<file path="src/rtl/irq_pkg.sv">
package irq_pkg;
    localparam int SRC_N  = 8;
    localparam int XPIN_N = 2;
    localparam int CORE_N = SRC_N - XPIN_N;
    localparam int IDX_W  = $clog2(SRC_N);
    localparam int FLD_W  = 4;
    localparam int CTL_W  = XPIN_N * FLD_W;
    localparam int SEL_W  = $clog2(CTL_W);

    // field offsets inside one pin's nibble
    localparam int FLD_IT = 0;   // trigger: 1 = falling edge
    localparam int FLD_IE = 1;   // pending flag
    localparam int FLD_EX = 2;   // enable
    localparam int FLD_PX = 3;   // priority: 1 = high

    typedef logic [IDX_W-1:0] src_idx_t;

    typedef struct packed {
        logic hi;
        logic lo;
    } act_t;

    typedef struct packed {
        logic     valid;
        logic     hi;
        src_idx_t idx;
    } pick_t;

    function automatic pick_t first_of(input logic [SRC_N-1:0] req, input logic hi);
        pick_t r;
        r = '0;
        for (int i = SRC_N - 1; i >= 0; i--) begin
            if (req[i]) begin
                r.valid = 1'b1;
                r.hi    = hi;
                r.idx   = src_idx_t'(i);
            end
        end
        return r;
    endfunction

    function automatic logic [7:0] vec_of(input src_idx_t idx, input logic [7:0] base,
                                          input logic [7:0] step);
        return base + 8'(idx) * step;
    endfunction
endpackage

</file>
<file path="src/rtl/irq_xpin_ctl.sv">
module irq_xpin_ctl
    import irq_pkg::*;
(
    input  logic              clk,
    input  logic              rst,
    input  logic [XPIN_N-1:0] pin_n,
    input  logic              byte_we,
    input  logic [CTL_W-1:0]  byte_d,
    input  logic              bit_we,
    input  logic [SEL_W-1:0]  bit_sel,
    input  logic              bit_d,
    input  logic [XPIN_N-1:0] ack_clr,
    output logic [CTL_W-1:0]  ctl_q,
    output logic [XPIN_N-1:0] xreq
);
    logic [XPIN_N-1:0] pin_s, pin_p, fall;
    logic [CTL_W-1:0]  sw_v, ctl_d;

    always_ff @(posedge clk) begin
        if (rst) begin
            pin_s <= '1;
            pin_p <= '1;
        end else begin
            pin_s <= pin_n;
            pin_p <= pin_s;
        end
    end

    assign fall = pin_p & ~pin_s;

    always_comb begin
        sw_v = ctl_q;
        if (byte_we)
            sw_v = byte_d;
        else if (bit_we)
            sw_v[bit_sel] = bit_d;
        ctl_d = sw_v;
        for (int p = 0; p < XPIN_N; p++) begin
            if (ctl_q[p*FLD_W+FLD_IT]) begin
                if (fall[p])
                    ctl_d[p*FLD_W+FLD_IE] = 1'b1;
                else if (ack_clr[p])
                    ctl_d[p*FLD_W+FLD_IE] = 1'b0;
            end
        end
    end

    always_ff @(posedge clk) begin
        if (rst) ctl_q <= '0;
        else     ctl_q <= ctl_d;
    end

    for (genvar p = 0; p < XPIN_N; p++) begin : g_pin
        assign xreq[p] = ctl_q[p*FLD_W+FLD_IT] ? ctl_q[p*FLD_W+FLD_IE] : ~pin_s[p];

        p_edge_sets_flag_r3: assert property (@(posedge clk) disable iff (rst)
            (fall[p] && ctl_q[p*FLD_W+FLD_IT]) |=> ctl_q[p*FLD_W+FLD_IE]);

        // a detected edge outranks an acknowledge clear
        p_ack_clears_r8: assert property (@(posedge clk) disable iff (rst)
            (ack_clr[p] && ctl_q[p*FLD_W+FLD_IT] && !fall[p] && !byte_we && !bit_we)
            |=> !ctl_q[p*FLD_W+FLD_IE]);

        p_level_no_latch_r4: assert property (@(posedge clk) disable iff (rst)
            (!ctl_q[p*FLD_W+FLD_IT] && !byte_we && !bit_we)
            |=> $stable(ctl_q[p*FLD_W+FLD_IE]));
    end
endmodule

</file>
<file path="src/rtl/irq_arbiter.sv">
module irq_arbiter
    import irq_pkg::*;
(
    input  logic [SRC_N-1:0] pend,
    input  logic [SRC_N-1:0] en,
    input  logic [SRC_N-1:0] hi,
    input  act_t             act,
    output pick_t            sel
);
    logic [SRC_N-1:0] req_h, req_l;
    pick_t            pk_h, pk_l;

    assign req_h = pend & en & hi;
    assign req_l = pend & en & ~hi;
    assign pk_h  = first_of(req_h, 1'b1);
    assign pk_l  = first_of(req_l, 1'b0);

    always_comb begin
        sel = '0;
        if (!act.hi) begin
            if (pk_h.valid)
                sel = pk_h;
            else if (!act.lo)
                sel = pk_l;
        end
    end
endmodule

</file>
<file path="src/rtl/irq_level.sv">
module irq_level
    import irq_pkg::*;
(
    input  logic clk,
    input  logic rst,
    input  logic take,
    input  logic take_hi,
    input  logic ret,
    output act_t act_q
);
    act_t act_d;

    always_comb begin
        act_d = act_q;
        if (ret) begin
            if (act_q.hi) act_d.hi = 1'b0;
            else          act_d.lo = 1'b0;
        end
        if (take) begin
            if (take_hi) act_d.hi = 1'b1;
            else         act_d.lo = 1'b1;
        end
    end

    always_ff @(posedge clk) begin
        if (rst) act_q <= '0;
        else     act_q <= act_d;
    end

    p_ret_restores_r11: assert property (@(posedge clk) disable iff (rst)
        (ret && !take && act_q.hi) |=> (!act_q.hi && act_q.lo == $past(act_q.lo)));

    p_take_hi_r10: assert property (@(posedge clk) disable iff (rst)
        (take && take_hi) |=> act_q.hi);
endmodule

</file>
<file path="src/rtl/irq_prio_ctrl.sv">
module irq_prio_ctrl
    import irq_pkg::*;
#(
    parameter logic [7:0] VEC_BASE = 8'h03,
    parameter logic [7:0] VEC_STEP = 8'h08
) (
    input  logic              clk,
    input  logic              rst,
    input  logic              ctl_we,
    input  logic [CTL_W-1:0]  ctl_wdata,
    input  logic              ctl_bit_we,
    input  logic [SEL_W-1:0]  ctl_bit_sel,
    input  logic              ctl_bit_val,
    output logic [CTL_W-1:0]  ctl_rdata,
    input  logic [XPIN_N-1:0] xpin_n,
    input  logic [CORE_N-1:0] core_pend,
    input  logic [CORE_N-1:0] core_en,
    input  logic [CORE_N-1:0] core_hi,
    input  logic              irq_ack,
    input  logic              irq_ret,
    output logic              irq_req,
    output logic [7:0]        irq_vec,
    output logic [IDX_W-1:0]  irq_src,
    output logic [1:0]        act_lvl
);
    logic [CTL_W-1:0]  ctl_q;
    logic [XPIN_N-1:0] xreq, ack_clr;
    logic [SRC_N-1:0]  pend_all, en_all, hi_all;
    pick_t             sel;
    act_t              act;
    logic              take;

    irq_xpin_ctl u_xpin (
        .clk     (clk),
        .rst     (rst),
        .pin_n   (xpin_n),
        .byte_we (ctl_we),
        .byte_d  (ctl_wdata),
        .bit_we  (ctl_bit_we),
        .bit_sel (ctl_bit_sel),
        .bit_d   (ctl_bit_val),
        .ack_clr (ack_clr),
        .ctl_q   (ctl_q),
        .xreq    (xreq)
    );

    assign pend_all[CORE_N-1:0] = core_pend;
    assign en_all[CORE_N-1:0]   = core_en;
    assign hi_all[CORE_N-1:0]   = core_hi;

    for (genvar p = 0; p < XPIN_N; p++) begin : g_xsrc
        assign pend_all[CORE_N+p] = xreq[p];
        assign en_all[CORE_N+p]   = ctl_q[p*FLD_W+FLD_EX];
        assign hi_all[CORE_N+p]   = ctl_q[p*FLD_W+FLD_PX];
        assign ack_clr[p]         = take && (sel.idx == src_idx_t'(CORE_N + p));
    end

    irq_arbiter u_arb (
        .pend (pend_all),
        .en   (en_all),
        .hi   (hi_all),
        .act  (act),
        .sel  (sel)
    );

    assign take = irq_ack && sel.valid;

    irq_level u_lvl (
        .clk     (clk),
        .rst     (rst),
        .take    (take),
        .take_hi (sel.hi),
        .ret     (irq_ret),
        .act_q   (act)
    );

    assign irq_req   = sel.valid;
    assign irq_src   = sel.idx;
    assign irq_vec   = vec_of(sel.idx, VEC_BASE, VEC_STEP);
    assign ctl_rdata = ctl_q;
    assign act_lvl   = {act.hi, act.lo};

    // sources of the winner's level sitting below the winner's index
    logic [SRC_N-1:0] below_mask, same_lvl;
    assign below_mask = (SRC_N'(1) << sel.idx) - SRC_N'(1);
    assign same_lvl   = pend_all & en_all & (sel.hi ? hi_all : ~hi_all);

    p_winner_live_r7: assert property (@(posedge clk) disable iff (rst)
        irq_req |-> (pend_all[irq_src] && en_all[irq_src]));

    p_poll_order_r5: assert property (@(posedge clk) disable iff (rst)
        irq_req |-> ((same_lvl & below_mask) == '0));

    p_hi_blocks_all_r10: assert property (@(posedge clk) disable iff (rst)
        act.hi |-> !irq_req);

    p_lo_admits_hi_r10: assert property (@(posedge clk) disable iff (rst)
        (act.lo && irq_req) |-> hi_all[irq_src]);
endmodule

</file>
<file path="config.mk">
export PLATFORM = sky130hd
export DESIGN_NAME = irq_prio_ctrl
export DESIGN_NICKNAME = d
export VERILOG_FILES = /design/src/rtl/irq_pkg.sv /design/src/rtl/irq_xpin_ctl.sv /design/src/rtl/irq_arbiter.sv /design/src/rtl/irq_level.sv /design/src/rtl/irq_prio_ctrl.sv
export SDC_FILE = /design/constraint.sdc
export NUM_CORES = 1
export LEC_CHECK = 0
export ABC_AREA = 1
export BUFFER_PORTS_ARGS = -buffer_cell sky130_fd_sc_hd__buf_2
export CORE_MARGIN = 10
export CORE_UTILIZATION = 44
export DETAILED_ROUTE_END_ITERATION = 12
export PLACE_DENSITY_LB_ADDON = 0.08
export SYNTH_ARGS = -nofsm -noshare
export SYNTH_HDL_FRONTEND = slang
export SYNTH_SLANG_ARGS = --single-unit
</file>
<file path="constraint.sdc">
create_clock -name clk -period 2.3 [get_ports clk]
set_clock_uncertainty 0.2 [all_clocks]
set_input_delay 0.46 -clock clk [delete_from_list [all_inputs] [get_ports clk]]
set_output_delay 0.46 -clock clk [all_outputs]
set_load 0.01 [all_outputs]
</file>
==> flow_metrics.tcl <==
set metrics [dict create \
    layout-drive-gt1-share_pct 37.7 \
    arrival_ps 1720 \
    fmax_ghz 0.420 \
    vias 1459 \
    port_buffers 54 \
    finalInstanceArea_sq_um 1570 \
    routabilityCongestion 0.836 \
    reg2regPathDepth 13 \
    whs_path_depth 2 \
    post-place-cells 267 \
    seqCellArea_sq_um 288 \
    nNetsFinal 286 \
    wl_per_cell_microns 13.2 \
    powerDensity_nw_per_um2 458 \
    die_y_microns 70.6 \
    cts-root-buf "clkbuf_4" \
    finalMaxSlewViolations 0 \
    finalHoldViolations 0 \
    syn_avg_cell_area_sq_um 6.09 \
    synth_cell_types 26 \
    via_per_inst 5.27 \
    layout_common_cells "nand2_1, buf_2, nand3_1" \
    clk_transition_reported_paths_ps 90 \
    synth_area_sq_um 1130 \
    placed_cell_area_sq_um 1420 \
    hold_end "u_xpin.pin_s[1]" \
    fill_cells 244 \
    grt_overflow 0 \
    cts_tree "done" \
    first_pass_iters 4 \
    holdCritPathClass "in -> reg" \
    cp_cell_sequence "nand2_4 -> o21ai_4 -> nand3_2 -> nand3_2 -> nor2_2 -> nand4_1 -> nor2_1 -> nand2_2 -> a21oi_4 -> buf_6" \
    tns_ps -235 \
    whs_ps 156 \
    die-area_sq_um 4990 \
    fin_cells 277 \
    rrSetupSlack_ps 410 \
    period_share_pct 104 \
    cts_htree_levels 1 \
    dpl.hpwl_microns 2980 \
    synth_area_leader_cell "dfxtp_1" \
    irDropWorstVdd_v 0.000507 \
    path_class "reg -> out" \
    final_antenna_net_count 0 \
    core_sq_um 2450 \
    num_rows 18 \
    cpMostUsedCell "nand3_2" \
    clockBufferDepth 2 \
    hp-start "xpin_n[1]" \
    clock-sinks 14 \
    cp_slowest_stage_delay_ps 380 \
    crit_buf_inv 1 \
    wl_microns 3650 \
    required_ps 1640 \
    max_cap_viol_count 0 \
    rsz0062_at_grt "yes" \
    synthCells 185 \
    postCtsHoldBufs 0 \
    crit_path_max_fanout 3 \
    start_kind "flop" \
    drc 0 \
    synthToLayoutAreaGrowth_pct 38.8 \
    end_kind "output port" \
    die_x_microns 70.6 \
    seq_area_frac_synth_pct 24.9 \
    critical_path.reg2reg.endpoint "u_xpin.ctl_q[5]" \
    clock_latency_ps 280 \
    ys_ff_latch 14 \
    rr_startpoint "u_xpin.ctl_q[0]" \
    grtUsageTotal_pct 13.7 \
    drt_iter0_drc 48 \
    violations "negative setup slack" \
    leakage_nw 0.870 \
    grt_max_degree 12 \
    cts_buffers 3 \
    io_pins 60 \
    multi_input_comb_area_sq_um 756 \
    grt_pass1_vias 1435 \
    crit_slowest_cell "dfxtp_4" \
    status "complete, but fails checks" \
    antenna_found_initial 0 \
    initial_core_util_pct 45.9 \
    synth_top_cell_area_share_pct 24.9 \
    synth_area_leaders "dfxtp_1, nand2_1, nand3_1" \
    period_needed_ps 2380 \
    setup_ws_ps -82.6 \
    finalSetupViolations 4 \
    n_antenna_cell 0 \
    crit_family "simple AND/OR/NAND/NOR gates" \
    synth_warnings 0 \
    grt_pass1_wl_microns 5980 \
]
[repair_timing]
item                                    CTS  global route
hold endpoints to repair                  0             0
pin swaps                                 4             6
endpoints found under the setup margin    7             7
resized for setup                        12             6
buffers inserted                          5             1
[synthesized netlist by cell type]
cell type  number
clkinv_1        1
nand3b_1        6
a311oi_1        1
nor2_1          9
nand2_1        54
a21oi_2         2
and2_1          1
nand2_2         3
conb_1          2
or2_2           2
nand3_1        26
inv_1          19
o211ai_1        2
nand3_2         1
nor2_2          2
mux2i_1         2
nand3b_2        1
o21ai_1         1
a31oi_1         6
nand4_1         9
buf_4           8
clkbuf_1        3
dfxtp_1        14
nor3_1          3
a21oi_1         4
o21ai_0         3
[cells by family (layout without fill, tap and decap cells)]
kind of cell	after synthesis	count (layout)	synth area share [%]
and+or+nand+nor	117	117	49.2
buffers and inverters	31	90	13.0
AOI/OAI and AO/OA	19	19	10.5
DFF	14	14	24.9
other	2	5	0.666
muxes	2	2	1.78
[layer usage]
layer	vias to the layer above	wire, microns	GRT usage [%]
li1	735	-	-
met2	56	1840	25.3
met4	0	46	3.01
met3	8	326	5.02
met1	660	1440	14.4
met5	-	0	0
[where the power goes]
part / switching [mW] / leakage (nW) / internal (mW) / total, mW
clock network: 0.0822 / 0.0210 / 0.0964 / 0.179
registers: 0.0177 / 0.117 / 0.258 / 0.276
logic: 0.144 / 0.732 / 0.118 / 0.262
total: 0.244 / 0.870 / 0.473 / 0.717
[final cells by class]
| type | count | area share, % |
|---|---|---|
| Tap cell | 30 | 2.40 |
| Inverter | 20 | 4.80 |
| Clock buffer | 4 | 2.32 |
| Timing Repair Buffer | 66 | 23.8 |
| Multi-Input combinational cell | 143 | 48.3 |
| Sequential cell | 14 | 18.4 |
[worst max-delay path by stage]
stage,cells after the start,slack [ps],end,startpoint
2_1_floorplan,10,160,irq_vec[3],core_pend[5]
3_3_place_gp,11,60,irq_src[0],core_pend[5]
3_5_place_dp,11,40,irq_src[0],core_pend[5]
4_1_cts,13,-40,irq_src[0],u_xpin.ctl_q[4]
5_1_grt,10,-200,irq_src[0],u_xpin.ctl_q[0]
6_report,10,-80,irq_src[0],u_xpin.ctl_q[0]
[state kept, by name, indices dropped and copies added, names as in the netlist]
register / cells
u_xpin.ctl_q: 8
u_xpin.pin_p: 2
u_xpin.pin_s: 2
u_lvl.act_q: 2
[stage by stage]
step	util (%)	total power, mW	setup slack [ps]
floorplan	-	0.424	162
global placement	57.8	0.508	55.9
detailed placement	57.8	0.512	35.4
CTS	62.3	0.706	-42.1
global route	63.8	0.766	-202
finish	63.8	0.717	-82.6
No activity file was read; power rests on OpenSTA's default activity.
